### src/rtl/wdog_pkg.sv
package wdog_pkg;
  localparam int CAUSE_N = 5;

  typedef struct packed {
    logic por;
    logic stby;
    logic wdt;
    logic ext;
    logic sw;
  } cause_t;

  // number of ticks in the interval chosen by code
  function automatic int unsigned ticks_for(input logic [1:0] code, input int unsigned base);
    return 32'd1 << (base + 32'(2 * int'(code)));
  endfunction
endpackage

### src/rtl/wdog_counter.sv
module wdog_counter #(
  parameter int BASE_EXP = 10,
  parameter int CNT_W    = BASE_EXP + 6
) (
  input  logic       clk,
  input  logic       rst_n,
  input  logic       stop_i,
  input  logic       kick_i,
  input  logic [1:0] sel_i,
  input  logic       tick_i,
  output logic       expire_o,
  output logic       rst_req_o
);
  import wdog_pkg::*;

  logic             running;
  logic [1:0]       sel_q;
  logic [CNT_W-1:0] cnt;
  logic [CNT_W-1:0] last_cnt;

  assign last_cnt = CNT_W'(ticks_for(sel_q, BASE_EXP) - 32'd1);
  assign expire_o = running && tick_i && !kick_i && !stop_i && (cnt == last_cnt);

  always_ff @(posedge clk or negedge rst_n) begin
    if (!rst_n) begin
      running   <= 1'b0;
      sel_q     <= 2'b00;
      cnt       <= '0;
      rst_req_o <= 1'b0;
    end else begin
      rst_req_o <= expire_o;
      if (stop_i || expire_o) begin
        running <= 1'b0;
        cnt     <= '0;
      end else if (kick_i) begin
        if (!running) begin
          running <= 1'b1;
          sel_q   <= sel_i;
        end
        cnt <= '0;
      end else if (running && tick_i) begin
        cnt <= cnt + 1'b1;
      end
    end
  end

  AST_REQ_PULSE: assert property (@(posedge clk) disable iff (!rst_n)
    rst_req_o |=> !rst_req_o);
  AST_REQ_STOPPED: assert property (@(posedge clk) disable iff (!rst_n)
    rst_req_o |-> !running);
  AST_SEL_FROZEN: assert property (@(posedge clk) disable iff (!rst_n)
    (running && $past(running)) |-> $stable(sel_q));
  AST_CNT_BOUND: assert property (@(posedge clk) disable iff (!rst_n)
    running |-> (cnt <= last_cnt));
  AST_KICK_CLEARS: assert property (@(posedge clk) disable iff (!rst_n)
    (kick_i && running && !stop_i) |=> (cnt == '0));
endmodule

### src/rtl/wdog_regs.sv
module wdog_regs (
  input  logic       clk,
  input  logic       rst_n,
  input  logic       rd_i,
  input  logic       stby_set_i,
  input  logic       wdt_set_i,
  input  logic       ext_set_i,
  input  logic       sw_set_i,
  output logic [7:0] rdata_o
);
  import wdog_pkg::*;

  cause_t flags;
  cause_t set_vec;

  assign set_vec = '{por: 1'b0, stby: stby_set_i, wdt: wdt_set_i, ext: ext_set_i, sw: sw_set_i};
  assign rdata_o = rd_i ? {flags, 3'b111} : 8'h00;

  always_ff @(posedge clk or negedge rst_n) begin
    if (!rst_n) flags <= '{por: 1'b1, default: 1'b0};
    else        flags <= (rd_i ? cause_t'('0) : flags) | set_vec;
  end

  AST_RD_CLEARS: assert property (@(posedge clk) disable iff (!rst_n)
    (rd_i && set_vec == '0) |=> (flags == '0));
  AST_STICKY: assert property (@(posedge clk) disable iff (!rst_n)
    !rd_i |=> ((flags & $past(flags)) == $past(flags)));
  AST_WDT_FLAG: assert property (@(posedge clk) disable iff (!rst_n)
    wdt_set_i |=> flags.wdt);
endmodule

### src/rtl/wdog_top.sv
module wdog_top #(
  parameter int          ADDR_W   = 8,
  parameter int          BASE_EXP = 10,
  parameter [ADDR_W-1:0] REG_ADDR = ADDR_W'(32)
) (
  input  logic              clk,
  input  logic              rst_n,
  input  logic [ADDR_W-1:0] bus_addr,
  input  logic              bus_wr,
  input  logic              bus_rd,
  input  logic [7:0]        bus_wdata,
  output logic [7:0]        bus_rdata,
  input  logic              tick_en,
  input  logic              standby_evt,
  input  logic              extpin_evt,
  input  logic              swrst_evt,
  output logic              wdt_rst_req
);
  localparam int CNT_W = BASE_EXP + 6;

  logic hit;
  logic wr_hit;
  logic rd_hit;
  logic kick;
  logic wdt_expire;
  logic unused_wdata;

  assign hit          = (bus_addr == REG_ADDR);
  assign wr_hit       = bus_wr && hit;
  assign rd_hit       = bus_rd && hit;
  assign kick         = wr_hit && !bus_wdata[2];
  assign unused_wdata = ^bus_wdata[7:3];

  wdog_counter #(.BASE_EXP(BASE_EXP), .CNT_W(CNT_W)) u_cnt (
    .clk       (clk),
    .rst_n     (rst_n),
    .stop_i    (standby_evt),
    .kick_i    (kick),
    .sel_i     (bus_wdata[1:0]),
    .tick_i    (tick_en),
    .expire_o  (wdt_expire),
    .rst_req_o (wdt_rst_req)
  );

  wdog_regs u_regs (
    .clk        (clk),
    .rst_n      (rst_n),
    .rd_i       (rd_hit),
    .stby_set_i (standby_evt),
    .wdt_set_i  (wdt_expire),
    .ext_set_i  (extpin_evt),
    .sw_set_i   (swrst_evt),
    .rdata_o    (bus_rdata)
  );

  AST_MISS_SILENT: assert property (@(posedge clk) disable iff (!rst_n)
    !rd_hit |-> (bus_rdata == 8'h00));
endmodule

### config.mk
export PLATFORM = sky130hd
export DESIGN_NAME = wdog_top
export DESIGN_NICKNAME = d
export VERILOG_FILES = /design/src/rtl/wdog_pkg.sv /design/src/rtl/wdog_counter.sv /design/src/rtl/wdog_regs.sv /design/src/rtl/wdog_top.sv
export SDC_FILE = /design/constraint.sdc
export NUM_CORES = 1
export LEC_CHECK = 0
export CORE_UTILIZATION = 50
export DETAILED_ROUTE_END_ITERATION = 7
export DONT_BUFFER_PORTS = 1
export GPL_ROUTABILITY_DRIVEN = 0
export GPL_TIMING_DRIVEN = 0
export MAX_ROUTING_LAYER = met4
export PLACE_DENSITY_LB_ADDON = 0.08
export SLEW_MARGIN = 20
export SYNTH_ARGS = -nofsm -noshare
export SYNTH_HDL_FRONTEND = slang
export SYNTH_HIERARCHICAL = 1
export SYNTH_SLANG_ARGS = --single-unit
export TNS_END_PERCENT = 30
### constraint.sdc
create_clock -name clk -period 2.3 [get_ports clk]
set_clock_uncertainty 0.15 [all_clocks]
set_input_delay 0.46 -clock clk [delete_from_list [all_inputs] [get_ports clk]]
set_output_delay 0.46 -clock clk [all_outputs]
set_load 0.02 [all_outputs]
Yosys cells after proc, flatten, opt, wreduce, memory -nomap -nowiden
Cells that the tools add are included.

Bits in registers: 25. Input port bits: 24. Output and inout port bits: 9. Logic and storage cells: 39.

Add/subtract/negate cells: 3. Equal/unequal tests: 2. Shift operators: 1. Multiplexer cells: 7. Bitwise gates (word level): 3. Reduce and logical (&&, ||, !) cells: 14.

Operator list (count): $mux W16 (3); $shl A1 B32 Y16 const A (1); $add A16 B1 Y16 const B (1); $eq A16 B16 Y1 (1); $sub A16 B1 Y16 const B (1); $eq A8 B6 Y1 const B (1); $mux W8 (1); $logic_and A1 B1 Y1 (7); $add A4 B3 Y5 const A (1); $mux W5 (1); $or A5 B4 Y5 (1); $logic_not A1 Y1 (3); $reduce_and A3 Y1 (1); $reduce_bool A3 Y1 (1); $mux W1 (2); $not A1 Y1 (2); $reduce_bool A2 Y1 (1); $logic_or A1 B1 Y1 (1).

Logic depth before layout (Yosys ltp)
Word-level depth: 10. Mapped depth: 7. Mapped depth without buffers: 6.

Cells and area by module
The synthesis kept the hierarchy.

Modules (own cells, without submodules): wdog_counter (times used 1, cells each 108, area each 1147.4 um2, sequential area each 500.5 um2); wdog_regs (times used 1, cells each 19, area each 220.2 um2, sequential area each 126.4 um2); wdog_top (times used 1, cells each 5, area each 41.3 um2, sequential area each 0.0 um2).

Worst setup path after synthesis
Ideal clock, no wire load.

Path type: input to output. From: input bus_addr[7]. To: output bus_rdata[3]. Arrival: 1.908 ns. Data required time: 1.690 ns. Slack: -0.218 ns. Cell stages on the path: 3. Buffers on the path: 0. Path through: or4_1 nor3_1 and2_1.

Word-level cells in the longest chain between the ends: 3.

Ends and longest elaborated chain: from (decl) (line wdog_top.sv:8) `input logic [ADDR_W-1:0] bus_addr,`; $eq A8 B6 Y1 (line wdog_top.sv:28) `assign hit = (bus_addr == REG_ADDR);`; $logic_and A1 B1 Y1 (line wdog_top.sv:30) `assign rd_hit = bus_rd && hit;`; named net rd_hit (line wdog_top.sv:23) `logic rd_hit;`; $mux W8 (line wdog_regs.sv:17) `assign rdata_o = rd_i ? {flags, 3'b111} : 8'h00;`; to (decl) (line wdog_top.sv:12) `output logic [7:0] bus_rdata,`.

The timed path passes the listed nets, and every way through them passes these cells.

Final worst setup path
From: input bus_addr[1]. To: output bus_rdata[5].

The elaborated chain is that of the path after synthesis.

==> results.txt <==
----------------------------------------------------
[Yosys]
  Syn_nets ... 160
  Area contributors post-synth ... sky130_fd_sc_hd__dfrtp_1 (43%), sky130_fd_sc_hd__xor2_1 (8.1%), sky130_fd_sc_hd__nor3_1 (5.7%), sky130_fd_sc_hd__ha_1 (3.6%), sky130_fd_sc_hd__and2_1 (3.1%)
  Main synth FF type ... sky130_fd_sc_hd__dfrtp_1
  Biggest area consumer among synthesized cells ... sky130_fd_sc_hd__dfrtp_1
  Fraction of registers with async set/reset ... 100.0%
  Fraction of post-synthesis cell area in the top cell type by area ... 42.63%
  Number of enable-type register cells in the synthesized netlist ... 0
  Average size of a mapped cell ... 10.67 sq um
  Cell Area, Synth ... 1409 sq um
  Yosys warns ... 6
  Number of unique standard cell types used by synthesis ... 42
  Syn Inst Count ... 132
  Sequential-to-total area share from yosys stat ... 44.49%
  Post-synthesis register bit count ... 25

[Status]
  Status ... complete, no violations

[Clock tree]
  Clock Pin Slew Worst Setup and Hold Paths ... 0.13 ns
  Maximum level of the CTS H-tree ... 1
  Total clock buffers created by CTS ... 3
  Clock Sink Count ... 25
  Clock buffer depth ... 2
  Clk Latency, worst-skew pair ... 0.33 ns
  Clock tree from TritonCTS ... yes
  Root buffer cell ... sky130_fd_sc_hd__clkbuf_4

[Setup path]
  Startpoint class of the critical path ... input pin
  Crit path cell chain ... or4b_1 > nor3_4 > buf_4 > and2_2
  CP arrival ... 1.63 ns
  Critical path fanouts, max ... 8
  Delay contributed by the slowest stage of the critical path ... 0.61 ns
  Data required time of the worst path ... 1.69 ns
  Slowest cell on the critical path ... sky130_fd_sc_hd__or4b_1
  CP top delay family ... simple AND/OR/NAND/NOR gates
  Count of buffer and inverter cells on the critical path ... 1
  Critical path start-end classification ... in2out
  Worst setup EP type ... primary output

[Placed design]
  Placed Cells ... 162
  Total placed instance area ... 1454 sq um
  Detailed placer's ending HPWL ... 1893 microns
  Count of input and output buffers ... 0

[Cells and area]
  Number of nets in the layout ... 175
  Non-filler instance count after layout ... 176
  Area Growth Syn to Fin ... 16.87%
  Area taken by flip-flops and latches ... 626.9 sq um
  Area of all placed cells without fillers ... 1647 sq um
  Commonest cells after routing, fill and taps aside ... sky130_fd_sc_hd__dfrtp_1 (24), sky130_fd_sc_hd__nor3_1 (15), sky130_fd_sc_hd__buf_4 (12), sky130_fd_sc_hd__xor2_1 (12)
  Share of final-layout standard cells stronger than drive strength 1 ... 29.45%
  FILL cells ... 206
  Multi-input combinational cell area ... 783.3 sq um
  Most common library cell in the layout ignoring fill and taps ... sky130_fd_sc_hd__dfrtp_1
  Antenna diodes ... 0

[Power and ir drop]
  Areal power density over the cells ... 411.9 nW/um^2
  Leakage component of the power ... 0.7170 nW
  Highest ir drop seen on vdd ... 0.0004845 V

[Routing]
  Detailed-route vias per instance ... 5.705
  Top layer used by detailed routing ... met4
  Met2 Routed Length ... 1429 microns
  Iteration-0 DRC count of the detailed router ... 21
  Amount of wire on met3 after detailed routing ... 79 microns
  Total routed wirelength ... 2843 microns
  Detailed-route wire length on metal 1 ... 1309 microns
  Via count ... 1004
  Drt drc ... 0
  Length of the first detailed-routing pass in iterations ... 4
  Antenna Nets Post-Route ... 0
  Post-DR wirelength/cell ... 16.15 microns

[Flow run]
  MaxCap Viol Count ... 0

[Floorplanning]
  Chip Width ... 55.08 microns
  Total core area ... 2567 sq um
  I/O pin count ... 33
  Number of core rows ... 18
  Floorplan die height ... 55.08 microns
  Effective utilization at floorplan ... 54.87%
  Die area ... 3034 sq um

[Global route]
  Initial antenna violation count ... 0
  Pin count of the biggest net entering global routing ... 26
  Total global routing overflow ... 0
  Overall routing resource usage ... 22.99%
  Vias in the first global route ... 1032
  First-pass GRT wire length ... 4671 microns

[STA]
  Actual transition at the worst max-transition pin ... 0.3589 ns
  Final Hold Slack ... 0.03949 ns
  Final critical-path required period ... 2.239 ns
  Fraction of the cycle the final worst path needs ... 97.37%
  Tightest slew margin relative to the limit ... 76.02%
  Upper clock frequency limit ... 0.4465 GHz
  Setup-failing EPs final ... 0
  Unrepaired setup endpoints after global routing ... no
  Final count of hold timing violations ... 0
  Max-slew violation count ... 0

[Worst hold path]
  Worst min-delay path category ... in2reg

----------------------------------------------------
## synth_stat cells (all sizes together) (2+ instances only)
master / instances
a211oi: 3
a21o: 4
and2: 7
and3: 3
and4: 3
buf: 7
clkbuf: 2
dfrtp: 24
ha: 4
inv: 3
mux2: 2
nand2: 4
nand3: 6
nand4: 7
nor2: 2
nor3: 16
o21ai: 3
or2: 2
or3: 2
or4: 2
xor2: 13
## metal layers
layer	vias up	global-route usage, %
met5	-	-
met4	0	6.250
met3	4	5.738
met2	9	39.16
met1	487	26.94
li1	504	-
## registers in the layout, indices dropped and copies added, names as in the netlist
signal / count
u_cnt/running: 1
u_regs/flags: 5
u_cnt/cnt: 16
u_cnt/sel_q: 2
u_cnt/rst_req_o: 1
## report_power, final
| group | internal [W] | switching, W | total (W) |
|---|---|---|---|
| clock network | 0.0000654 | 0.000135 | 0.000200 |
| registers | 0.000440 | 0.000000536 | 0.000441 |
| logic | 0.0000148 | 0.0000225 | 0.0000373 |
## cell type report
class	count	share of cell area [%]
inverter	3	0.6839
clock buffer	3	1.368
multi-input combinational	95	47.57
sequential	25	38.07
buffer	8	3.799
clock inverter	1	0.3040
timing repair buffer	11	5.927
tap	30	2.280
## cell families after synthesis
logic type	after synthesis	synth area share [%]
AND/OR/NAND/NOR	61	27.27
flip-flops	25	44.49
XOR/XNOR	14	8.704
AO/OA/AOI/OAI	13	8.259
buffers and inverters	12	5.416
adder cells (fa/ha/maj)	4	3.553
multiplexers	3	2.309
## path summary, 6_finish.rpt
| path | end | cells after the start | slack, ns | startpoint |
|---|---|---|---|---|
| worst max-delay path | bus_rdata[5] | 4 | 0.06 | bus_addr[1] |
| worst min-delay path | u_cnt/running | 1 | 0.04 | standby_evt |
| worst max register to register | u_cnt/cnt[11] | 9 | 0.14 | u_cnt/sel_q[1] |
| worst min register to register | u_regs/flags[4] | 1 | 0.34 | u_regs/flags[4] |
| max in group asynchronous | u_regs/flags[4] | 2 | 1.36 | rst_n |
| min in group asynchronous | u_cnt/sel_q[0] | 2 | 0.42 | rst_n |
## repair_timing
action,in CTS,in global routing
setup buffers,8,0
hold endpoints to repair,25,0
pin swaps,3,1
hold buffers,2,0
resized for setup,8,6
endpoints found under the setup margin,27,23
gates cloned,1,0
## metrics by stage
| step | worst slack (ns) | total power (W) | util (%) | setup TNS (ns) |
|---|---|---|---|---|
| global route | 0.01316 | 0.0007067 | 64.13 | 0 |
| detailed placement | -0.2567 | 0.0004663 | 56.63 | -4.460 |
| CTS | 0.005916 | 0.0006845 | 63.65 | 0 |
| floorplan | -0.01613 | 0.0004632 | - | -0.09396 |
| finish | 0.06053 | 0.0006782 | 64.13 | 0 |
| global placement | -0.1979 | 0.0004657 | 56.63 | -3.086 |
No activity file was read; power rests on OpenSTA's default activity.
